$ cat config.mk
export PLATFORM = sky130hd
export DESIGN_NAME = irq_nest_ctrl
export DESIGN_NICKNAME = d
export VERILOG_FILES = /design/src/rtl/irq_nest_pkg.sv /design/src/rtl/irq_level_map.sv /design/src/rtl/irq_arbiter.sv /design/src/rtl/irq_inservice_stack.sv /design/src/rtl/irq_nest_ctrl.sv
export SDC_FILE = /design/constraint.sdc
export NUM_CORES = 1
export LEC_CHECK = 0
export BUFFER_PORTS_ARGS = -buffer_cell sky130_fd_sc_hd__buf_2
export CORE_MARGIN = 2
export CORE_UTILIZATION = 52
export DETAILED_ROUTE_END_ITERATION = 10
export GPL_TIMING_DRIVEN = 0
export PLACE_DENSITY = 0.85
export SYNTH_ARGS = -nofsm -noshare
export SYNTH_HDL_FRONTEND = slang
export SYNTH_SLANG_ARGS = --single-unit
$ cat constraint.sdc
create_clock -name clk -period 11.7 [get_ports clk]
set_input_delay 0 -clock clk [delete_from_list [all_inputs] [get_ports clk]]
set_output_delay 0 -clock clk [all_outputs]
set_load 0.02 [all_outputs]
$ cat src/rtl/irq_nest_pkg.sv
// Package: shared defaults and source naming for the nested interrupt
// prioritizer. Assumes the source index order below is the tie-break order.
package irq_nest_pkg;
    localparam int IRQ_SRC_DEFAULT = 6;
    localparam int IRQ_LVL_DEFAULT = 4;

    // Source indices; a lower value wins a tie at equal level.
    typedef enum logic [2:0] {
        SRC_EXT0 = 3'd0,
        SRC_TMR0 = 3'd1,
        SRC_EXT1 = 3'd2,
        SRC_TMR1 = 3'd3,
        SRC_SER  = 3'd4,
        SRC_TMR2 = 3'd5
    } irq_src_e;
endpackage

$ cat src/rtl/irq_level_map.sv
// Module: irq_level_map
// Gates each source's request with its own and the global enable, and forms
// each source's level from its high and low priority bits (high bit is MSB).
// Assumes LVL_W >= 2; wider levels are zero-extended.
module irq_level_map #(
    parameter int NUM_SRC = 6,
    parameter int LVL_W   = 2
) (
    input  logic [NUM_SRC-1:0]       req_i,
    input  logic [NUM_SRC-1:0]       src_en_i,
    input  logic [NUM_SRC-1:0]       prio_lo_i,
    input  logic [NUM_SRC-1:0]       prio_hi_i,
    input  logic                     glob_en_i,
    output logic [NUM_SRC-1:0]       pend_o,
    output logic [NUM_SRC*LVL_W-1:0] lvl_o
);
    // One gate and one level field per source.
    for (genvar g = 0; g < NUM_SRC; g++) begin : g_src
        assign pend_o[g]                = req_i[g] & src_en_i[g] & glob_en_i;
        assign lvl_o[g*LVL_W +: LVL_W]  = LVL_W'({prio_hi_i[g], prio_lo_i[g]});
    end
endmodule

$ cat src/rtl/irq_arbiter.sv
// Module: irq_arbiter
// Picks the pending source of highest level (lowest index on ties) and
// admits it only if it exceeds the in-service ceiling. Purely combinational.
// Assumes thr_lvl_i is meaningful only when thr_any_i is high.
module irq_arbiter #(
    parameter int NUM_SRC = 6,
    parameter int LVL_W   = 2,
    parameter int IDX_W   = 3
) (
    input  logic [NUM_SRC-1:0]       pend_i,
    input  logic [NUM_SRC*LVL_W-1:0] lvl_i,
    input  logic                     thr_any_i,
    input  logic [LVL_W-1:0]         thr_lvl_i,
    output logic                     win_valid_o,
    output logic [IDX_W-1:0]         win_idx_o,
    output logic [LVL_W-1:0]         win_lvl_o
);
    logic             best_v;
    logic [IDX_W-1:0] best_i;
    logic [LVL_W-1:0] best_l;

    // Scan from the top index down so that ">=" leaves the lowest index on ties.
    always_comb begin
        best_v = 1'b0;
        best_i = '0;
        best_l = '0;
        for (int s = NUM_SRC - 1; s >= 0; s--) begin
            if (pend_i[s] && (!best_v || lvl_i[s*LVL_W +: LVL_W] >= best_l)) begin
                best_v = 1'b1;
                best_i = IDX_W'(s);
                best_l = lvl_i[s*LVL_W +: LVL_W];
            end
        end
    end

    // Admit the winner only above the ceiling of levels in service.
    always_comb begin
        win_valid_o = best_v && (!thr_any_i || (best_l > thr_lvl_i));
        win_idx_o   = best_i;
        win_lvl_o   = best_l;
    end
endmodule

$ cat src/rtl/irq_inservice_stack.sv
// Module: irq_inservice_stack
// Holds the one-hot set of levels in service. A pop clears the highest set
// bit, then a push sets the pushed level. Also reports the top of the set as
// it will stand after the coming edge, so arbitration never sees a stale set.
module irq_inservice_stack #(
    parameter int NUM_LVL = 4,
    parameter int LVL_W   = 2
) (
    input  logic               clk,
    input  logic               rst_n,
    input  logic               push_i,
    input  logic [LVL_W-1:0]   push_lvl_i,
    input  logic               pop_i,
    output logic [NUM_LVL-1:0] set_o,
    output logic               nxt_any_o,
    output logic [LVL_W-1:0]   nxt_top_o
);
    logic [NUM_LVL-1:0] set_q;
    logic [NUM_LVL-1:0] popped;
    logic [NUM_LVL-1:0] set_d;
    logic [LVL_W-1:0]   cur_top;
    logic               cur_any;

    // Highest set bit of the current set.
    always_comb begin
        cur_any = 1'b0;
        cur_top = '0;
        for (int i = 0; i < NUM_LVL; i++) begin
            if (set_q[i]) begin
                cur_any = 1'b1;
                cur_top = LVL_W'(i);
            end
        end
    end

    // Next set: pop first, then push.
    always_comb begin
        popped = set_q;
        if (pop_i && cur_any) begin
            popped[cur_top] = 1'b0;
        end
        set_d = popped | (push_i ? (NUM_LVL'(1) << push_lvl_i) : '0);
    end

    // Highest set bit of the next set, used as the arbitration ceiling.
    always_comb begin
        nxt_any_o = 1'b0;
        nxt_top_o = '0;
        for (int i = 0; i < NUM_LVL; i++) begin
            if (set_d[i]) begin
                nxt_any_o = 1'b1;
                nxt_top_o = LVL_W'(i);
            end
        end
    end

    // Set register with synchronous active-low reset.
    always_ff @(posedge clk) begin
        if (!rst_n) begin
            set_q <= '0;
        end else begin
            set_q <= set_d;
        end
    end

    assign set_o = set_q;
endmodule

$ cat src/rtl/irq_nest_ctrl.sv
// Module: irq_nest_ctrl (top)
// Four-level nested interrupt prioritizer for six sources. It registers the
// admitted winner as a request strobe with index and level. An acknowledge
// pushes the presented level into the in-service set and a return pops the
// highest. Assumes the processor acknowledges only a strobe it has seen and
// clears a source's request itself.
module irq_nest_ctrl #(
    parameter  int NUM_SRC = irq_nest_pkg::IRQ_SRC_DEFAULT,
    parameter  int NUM_LVL = irq_nest_pkg::IRQ_LVL_DEFAULT,
    localparam int LVL_W   = $clog2(NUM_LVL),
    localparam int IDX_W   = $clog2(NUM_SRC)
) (
    input  logic               clk,
    input  logic               rst_n,
    input  logic [NUM_SRC-1:0] req_i,
    input  logic               glob_en_i,
    input  logic [NUM_SRC-1:0] src_en_i,
    input  logic [NUM_SRC-1:0] prio_lo_i,
    input  logic [NUM_SRC-1:0] prio_hi_i,
    input  logic               ack_i,
    input  logic               reti_i,
    output logic               irq_req_o,
    output logic [IDX_W-1:0]   irq_vec_o,
    output logic [LVL_W-1:0]   irq_lvl_o,
    output logic [NUM_LVL-1:0] in_service_o
);
    logic [NUM_SRC-1:0]       pend;
    logic [NUM_SRC*LVL_W-1:0] lvl_flat;
    logic                     thr_any;
    logic [LVL_W-1:0]         thr_lvl;
    logic                     win_valid;
    logic [IDX_W-1:0]         win_idx;
    logic [LVL_W-1:0]         win_lvl;
    logic                     req_q;
    logic [IDX_W-1:0]         vec_q;
    logic [LVL_W-1:0]         lvl_q;
    logic                     accept;

    // An acknowledge counts only against a presented request.
    assign accept = ack_i & req_q;

    irq_level_map #(
        .NUM_SRC (NUM_SRC),
        .LVL_W   (LVL_W)
    ) u_map (
        .req_i     (req_i),
        .src_en_i  (src_en_i),
        .prio_lo_i (prio_lo_i),
        .prio_hi_i (prio_hi_i),
        .glob_en_i (glob_en_i),
        .pend_o    (pend),
        .lvl_o     (lvl_flat)
    );

    irq_inservice_stack #(
        .NUM_LVL (NUM_LVL),
        .LVL_W   (LVL_W)
    ) u_stack (
        .clk        (clk),
        .rst_n      (rst_n),
        .push_i     (accept),
        .push_lvl_i (lvl_q),
        .pop_i      (reti_i),
        .set_o      (in_service_o),
        .nxt_any_o  (thr_any),
        .nxt_top_o  (thr_lvl)
    );

    irq_arbiter #(
        .NUM_SRC (NUM_SRC),
        .LVL_W   (LVL_W),
        .IDX_W   (IDX_W)
    ) u_arb (
        .pend_i      (pend),
        .lvl_i       (lvl_flat),
        .thr_any_i   (thr_any),
        .thr_lvl_i   (thr_lvl),
        .win_valid_o (win_valid),
        .win_idx_o   (win_idx),
        .win_lvl_o   (win_lvl)
    );

    // Output registers for strobe, index and level.
    always_ff @(posedge clk) begin
        if (!rst_n) begin
            req_q <= 1'b0;
            vec_q <= '0;
            lvl_q <= '0;
        end else begin
            req_q <= win_valid;
            vec_q <= win_idx;
            lvl_q <= win_lvl;
        end
    end

    assign irq_req_o = req_q;
    assign irq_vec_o = vec_q;
    assign irq_lvl_o = lvl_q;
endmodule

# Word-level counts from Yosys, hierarchy flattened
# Index checks and enable logic that the tools add are counted.
[word_totals]
output_inout_bits = 10
word_cells = 90
input_bits = 29
ff_bits = 10
[op_classes]
bitwise = 17
n_reduce_logical = 23
n_shift = 1
magnitude_cmp = 8
mux = 35
[op_table]
columns = ["op", "count"]
rows = [
  ["2-bit 2-to-1 mux", 12],
  ["1-bit 2-to-1 mux", 18],
  ["1-bit bitwise AND", 13],
  ["2-bit >= comparator", 5],
  ["1-bit logical AND", 8],
  ["4-bit 2-to-1 mux", 2],
  ["1-bit zero test", 6],
  ["1-bit logical OR", 6],
  ["3-bit 2-to-1 mux", 2],
  ["5-bit OR reduction", 1],
  ["4-bit bitwise AND", 1],
  ["4-bit inverter", 1],
  ["4-bit bitwise OR", 1],
  ["1-bit by 2-bit left shift with 4-bit output, first input constant", 1],
  ["2-bit by 3-bit < comparator with 1-bit output, second input constant", 1],
  ["3-bit OR reduction", 1],
  ["1-bit demux with 2-bit select", 1],
  ["2-bit by 1-bit >= comparator with 1-bit output, second input constant", 1],
  ["2-bit greater-than comparator", 1],
  ["2-bit OR reduction", 1],
  ["1-bit inverter", 1],
]

# Depth between registers and ports, before layout
[logic_depth]
ltp_word = 26
mapped_depth = 38
ltp_nobuf = 36

# By module
# From an unflattened synthesis, not the netlist that was laid out.
[hier_totals]
hier_cells = 139
area_unflattened_um2 = 1072.3
[modules_own_cells]
columns = ["module", "seq_area_each_um2", "area_per_inst_um2", "n_inst", "cells_each"]
rows = [
  ["irq_arbiter", 0.0, 550.5, 1, 79],
  ["irq_inservice_stack", 80.1, 230.2, 1, 29],
  ["irq_nest_ctrl", 120.1, 163.9, 1, 13],
  ["irq_level_map", 0.0, 127.6, 1, 18],
]

# Worst setup path before layout
# No wires, ideal clock.
[synth_path]
path_type = "input to register"
startpoint = "input glob_en_i"
endpoint = "register req_q, in the netlist irq_req_o"
t_arrival_ps = 5850
n_path_buf = 2
t_required_ps = 11582
cell_stages = 36
slack_ps = 5732
setup_time_ps = 118
path_cell_list = "clkbuf_8 > nand3_1 > nor2_1 > ha_1 > nand2b_1 > a211oi_1 > o22ai_1 > and2_1 > ha_1 > nand2b_4 > a211oi_2 > or2_1 > buf_6 > a31o_2 > ha_1 > nand2b_1 > a221oi_1 > nor3b_2 > a311oi_4 > nor2_1 > ha_1 > nand2b_1 > a21oi_1 > a21oi_2 > o31ai_1 > ha_1 > nand2b_1 > a21oi_1 > a21o_2 > nor2_1 > a21oi_1 > ha_1 > a21oi_1 > a21oi_1 > a21oi_1 > nor3_1"
[synth_between]
elab_chain_len = 25
word_cells_on_any_way = 41
cone_classes = "6 x order compare; 12 x mux; 6 x bitwise; 17 x reduce/logical"
[synth_lines]
columns = ["item", "line_no", "rtl"]
rows = [
  ["start, declared", "irq_nest_ctrl.sv:16", "input logic glob_en_i,"],
  ["1-bit bitwise AND", "irq_level_map.sv:19", "assign pend_o[g] = req_i[g] & src_en_i[g] & glob_en_i;"],
  ["2-bit 2-to-1 mux or 1-bit 2-to-1 mux (tied branches)", "irq_arbiter.sv:28", "if (pend_i[s] && (!best_v || lvl_i[s*LVL_W +: LVL_W] >= best_l)) begin"],
  ["2-bit >= comparator or 1-bit zero test (tied branches)", "irq_arbiter.sv:28", ""],
  ["1-bit logical OR", "irq_arbiter.sv:28", ""],
  ["1-bit logical AND", "irq_arbiter.sv:28", ""],
  ["2-bit 2-to-1 mux or 1-bit 2-to-1 mux (tied branches)", "irq_arbiter.sv:28", ""],
  ["2-bit >= comparator or 1-bit zero test (tied branches)", "irq_arbiter.sv:28", ""],
  ["1-bit logical OR", "irq_arbiter.sv:28", ""],
  ["(+10 left out)", "-", ""],
  ["2-bit >= comparator or 1-bit zero test (tied branches)", "irq_arbiter.sv:28", ""],
  ["1-bit logical OR", "irq_arbiter.sv:28", ""],
  ["1-bit logical AND", "irq_arbiter.sv:28", ""],
  ["2-bit 2-to-1 mux (*)", "irq_arbiter.sv:28", ""],
  ["named net u_arb.win_lvl_o[1]", "irq_arbiter.sv:16", "output logic [LVL_W-1:0] win_lvl_o"],
  ["2-bit greater-than comparator (*)", "irq_arbiter.sv:38", "win_valid_o = best_v && (!thr_any_i || (best_l > thr_lvl_i));"],
  ["1-bit logical OR (*)", "irq_arbiter.sv:38", ""],
  ["1-bit logical AND (*)", "irq_arbiter.sv:38", ""],
  ["end signal, assigned", "irq_nest_ctrl.sv:90", "req_q <= win_valid;"],
  ["end, declared", "irq_nest_ctrl.sv:34", "logic req_q;"],
]
# Mark *: on every way through the listed nets, which the timed path passes. The rest lies on a longest branch.
# A chain may end at the register's enable or synchronous reset.

# Worst setup path after layout
# Same ends and word-level chain as after synthesis.

==> flow_results.xml <==
<?xml version="1.0" encoding="UTF-8"?>
<metrics>
  <group name="status">
    <metric name="run_status" unit="">completed</metric>
  </group>
  <group name="synth">
    <metric name="synth_async_sr_flop_share" unit="">0</metric>
    <metric name="synth-adder-area-share" unit="">0.145</metric>
    <metric name="yosys.area_share.xor_xnor" unit="">0</metric>
    <metric name="yosysWarnings" unit="">0</metric>
    <metric name="synth_edf_count" unit="">0</metric>
    <metric name="seq_area_frac_synth" unit="">0.194</metric>
    <metric name="post_synth_and_or_nand_nor_area_fraction" unit="">0.291</metric>
    <metric name="post_synth_num_cell_types" unit="">46</metric>
    <metric name="synthMuxAreaShare" unit="">0</metric>
    <metric name="syn-instance-count" unit="">129</metric>
    <metric name="synth_compound_area_frac" unit="">0.314</metric>
    <metric name="synth.cell_area" unit="sq um">1030</metric>
    <metric name="flops_latches_synth" unit="">10</metric>
    <metric name="synth_top_family_by_area" unit="">compound AO/OA/AOI/OAI gates</metric>
    <metric name="top_flip_flop_cell_by_instance_count_after_synthesis" unit="">sky130_fd_sc_hd__dfxtp_1</metric>
    <metric name="synth_fp_nets" unit="">170</metric>
    <metric name="postSynthAreaPerCell" unit="sq um">8.01</metric>
  </group>
  <group name="setup_path">
    <metric name="path_max_fanout" unit="">10</metric>
    <metric name="arrival" unit="ps">6590</metric>
    <metric name="required_time_worst_endpoint" unit="ps">11860</metric>
    <metric name="critical_path.slowest_cell" unit="">sky130_fd_sc_hd__a221oi_1</metric>
    <metric name="slowest_delay" unit="ps">350</metric>
    <metric name="critPathCaptureType" unit="">flop</metric>
    <metric name="criticalPathCategory" unit="">primary input to flop</metric>
    <metric name="worstSetupStartpointType" unit="">primary input</metric>
  </group>
  <group name="timing">
    <metric name="max_slew_margin" unit="">0.658</metric>
    <metric name="clock.fmax" unit="MHz">155</metric>
    <metric name="timing_max_transition_violations_final" unit="">0</metric>
    <metric name="worst_pin_slew" unit="ps">509</metric>
    <metric name="setup-violations-final" unit="">0</metric>
    <metric name="skew" unit="ps">0.686</metric>
    <metric name="rsz0062_at_grt" unit="">no</metric>
    <metric name="finalHoldViolations" unit="">0</metric>
    <metric name="layout_worst_path_cycle_share" unit="">0.550</metric>
    <metric name="min_cycle_time_layout" unit="ps">6440</metric>
    <metric name="aggregate_negative_setup_slack" unit="ps">0</metric>
  </group>
  <group name="clock_network">
    <metric name="worstSkewPairLatency" unit="ps">260</metric>
    <metric name="postCtsSetupBuffers" unit="">0</metric>
    <metric name="cts_made_buffers" unit="">3</metric>
    <metric name="cts_repair_resize_count" unit="">0</metric>
    <metric name="clk_pin_slew_worst_paths" unit="ps">60</metric>
    <metric name="cts_htree_levels" unit="">1</metric>
    <metric name="cts.root.buffer_cell" unit="">sky130_fd_sc_hd__clkbuf_4</metric>
    <metric name="clk_path_buf_depth" unit="">2</metric>
    <metric name="tritoncts_num_sinks" unit="">10</metric>
    <metric name="cts_hold_buf" unit="">0</metric>
    <metric name="cts_tree" unit="">done</metric>
  </group>
  <group name="power_and_ir_drop">
    <metric name="power.static_leakage" unit="uW">0.000618</metric>
    <metric name="vdd_ir_drop_max" unit="V">0.0000443</metric>
    <metric name="power.density" unit="nW/um^2">80.3</metric>
  </group>
  <group name="layout">
    <metric name="insertedDiodeCount" unit="">0</metric>
    <metric name="nets" unit="">213</metric>
    <metric name="layout-area-overhead-vs-synth" unit="%">25.2</metric>
    <metric name="drive_above_1_share" unit="">0.327</metric>
    <metric name="layout_commonest_cell" unit="">sky130_fd_sc_hd__buf_2</metric>
    <metric name="most_used_cells_in_the_layout_excluding_fill_and_tap_cells" unit="">sky130_fd_sc_hd__buf_2 (38), sky130_fd_sc_hd__nand2_1 (12), sky130_fd_sc_hd__ha_1 (12)</metric>
    <metric name="utilization" unit="">0.673</metric>
  </group>
  <group name="floorplan">
    <metric name="coreArea" unit="sq um">1920</metric>
    <metric name="dieHeight" unit="um">48.6</metric>
    <metric name="row_count" unit="">16</metric>
    <metric name="floorplan.die.width" unit="um">48.6</metric>
    <metric name="effective_utilization_at_floorplan" unit="">0.538</metric>
    <metric name="die-area" unit="sq um">2360</metric>
    <metric name="io_pins" unit="">39</metric>
  </group>
  <group name="job">
    <metric name="cap_viol_max_count" unit="">0</metric>
  </group>
  <group name="drt">
    <metric name="detail_route.vias_per_cell" unit="">5.62</metric>
    <metric name="detail_route.iter0.violations" unit="">18</metric>
    <metric name="routed-via-count" unit="">1112</metric>
    <metric name="drtPass1Iterations" unit="">4</metric>
    <metric name="drc" unit="">0</metric>
    <metric name="detail-route-antenna-nets" unit="">0</metric>
    <metric name="detail_route.wl_per_cell" unit="um">12.7</metric>
    <metric name="drt-total-wl" unit="um">2510</metric>
  </group>
  <group name="grt">
    <metric name="remaining_global_route_overflow" unit="">0</metric>
    <metric name="pin_count_of_the_biggest_net_entering_global_routing" unit="">11</metric>
    <metric name="grt_first_pass_wirelength" unit="um">4440</metric>
    <metric name="grt_use_total" unit="">0.231</metric>
    <metric name="antenna_found_initial" unit="">0</metric>
    <metric name="via_count_of_the_first_global_routing_pass" unit="">1104</metric>
  </group>
  <group name="placement">
    <metric name="finalWeightedCongestion" unit="">0.778</metric>
    <metric name="port_buffers" unit="">38</metric>
    <metric name="dp.final_hpwl" unit="um">2140</metric>
  </group>
  <group name="min_path">
    <metric name="holdCritPathClass" unit="">primary input to flop</metric>
  </group>
</metrics>
final timing paths:
path | start | to | slack [ps] | depth (start not counted)
setup / recovery | glob_en_i | irq_req_o$_SDFF_PN0_ | 5260 | 37
hold / removal | prio_lo_i[0] | irq_lvl_o[0]$_SDFF_PN0_ | 30 | 2
setup reg to reg | u_stack.set_o[3]$_SDFF_PN0_ | irq_req_o$_SDFF_PN0_ | 9790 | 7
hold reg to reg | u_stack.set_o[0]$_SDFF_PN0_ | u_stack.set_o[0]$_SDFF_PN0_ | 550 | 2
registers in the layout, summed over array words and instances (netlist names):
signal	flops
irq_req_o	1
irq_vec_o	3
irq_lvl_o	2
u_stack.set_o	4
metal layers:
layer  GRT usage  part of all wire  vias to the layer above
met2       0.454              0.53                       33
li1            -                 -                      567
met1       0.239              0.41                      508
met3      0.0401             0.046                        4
met5           0                 0                        -
met4      0.0905             0.012                        0
stage by stage:
step	instances	hold slack [ps]	total power (uW)	setup WS, ps	instance area [sq um]
final	198	29.1	104	5260	1290
after global routing	198	23.8	112	4650	1290
after CTS	198	24.2	104	5240	1290
after detailed placement	194	291	74.0	4970	1260
after global placement	194	283	72.1	5100	1260
after floorplan	129	122	60.7	5730	1030
synthesized netlist by cell type, types with 2 or more instances:
library cell | count | area [sq um]
sky130_fd_sc_hd__ha_1 | 12 | 150
sky130_fd_sc_hd__nand2_1 | 12 | 45.0
sky130_fd_sc_hd__a21oi_1 | 10 | 50.1
sky130_fd_sc_hd__dfxtp_1 | 10 | 200
sky130_fd_sc_hd__nand3_1 | 10 | 50.1
sky130_fd_sc_hd__inv_1 | 9 | 33.8
sky130_fd_sc_hd__nor2_1 | 7 | 26.3
sky130_fd_sc_hd__o21ai_0 | 6 | 30.0
sky130_fd_sc_hd__and2_1 | 5 | 31.3
sky130_fd_sc_hd__nand2b_1 | 5 | 31.3
sky130_fd_sc_hd__or2_1 | 3 | 18.8
sky130_fd_sc_hd__a31o_2 | 2 | 17.5
sky130_fd_sc_hd__nand4_1 | 2 | 12.5
sky130_fd_sc_hd__nor3_1 | 2 | 10.0
sky130_fd_sc_hd__nor3b_1 | 2 | 15.0
sky130_fd_sc_hd__o22ai_1 | 2 | 12.5
critical path, delay by kind of cell:
| kind | cells | cell delay, ps |
|---|---|---|
| AND/OR/NAND/NOR | 13 | 1630 |
| adder cells (fa/ha/maj) | 6 | 1490 |
| AO/OA/AOI/OAI | 15 | 3010 |
| buffers and inverters | 3 | 450 |
logic make-up after synthesis:
logic type / after synthesis
buffers and inverters: 11
adder cells (fa/ha/maj): 12
AO/OA/AOI/OAI: 41
AND/OR/NAND/NOR: 55
flip-flops: 10
power by group:
part / total, uW / internal, uW / switching, uW
logic: 36.6 / 16.5 / 20.0
clock network: 30.5 / 18.9 / 11.6
registers: 36.8 / 35.7 / 1.12
layout make-up:
cell class	instances	area, sq um
buffer	2	25.0
tap	27	33.8
multi-input combinational	108	774
sequential	10	200
fill	177	628
inverter	9	33.8
clock buffer	4	36.3
timing repair buffer	38	190
Note: power is estimated with default switching activity, not from simulation.
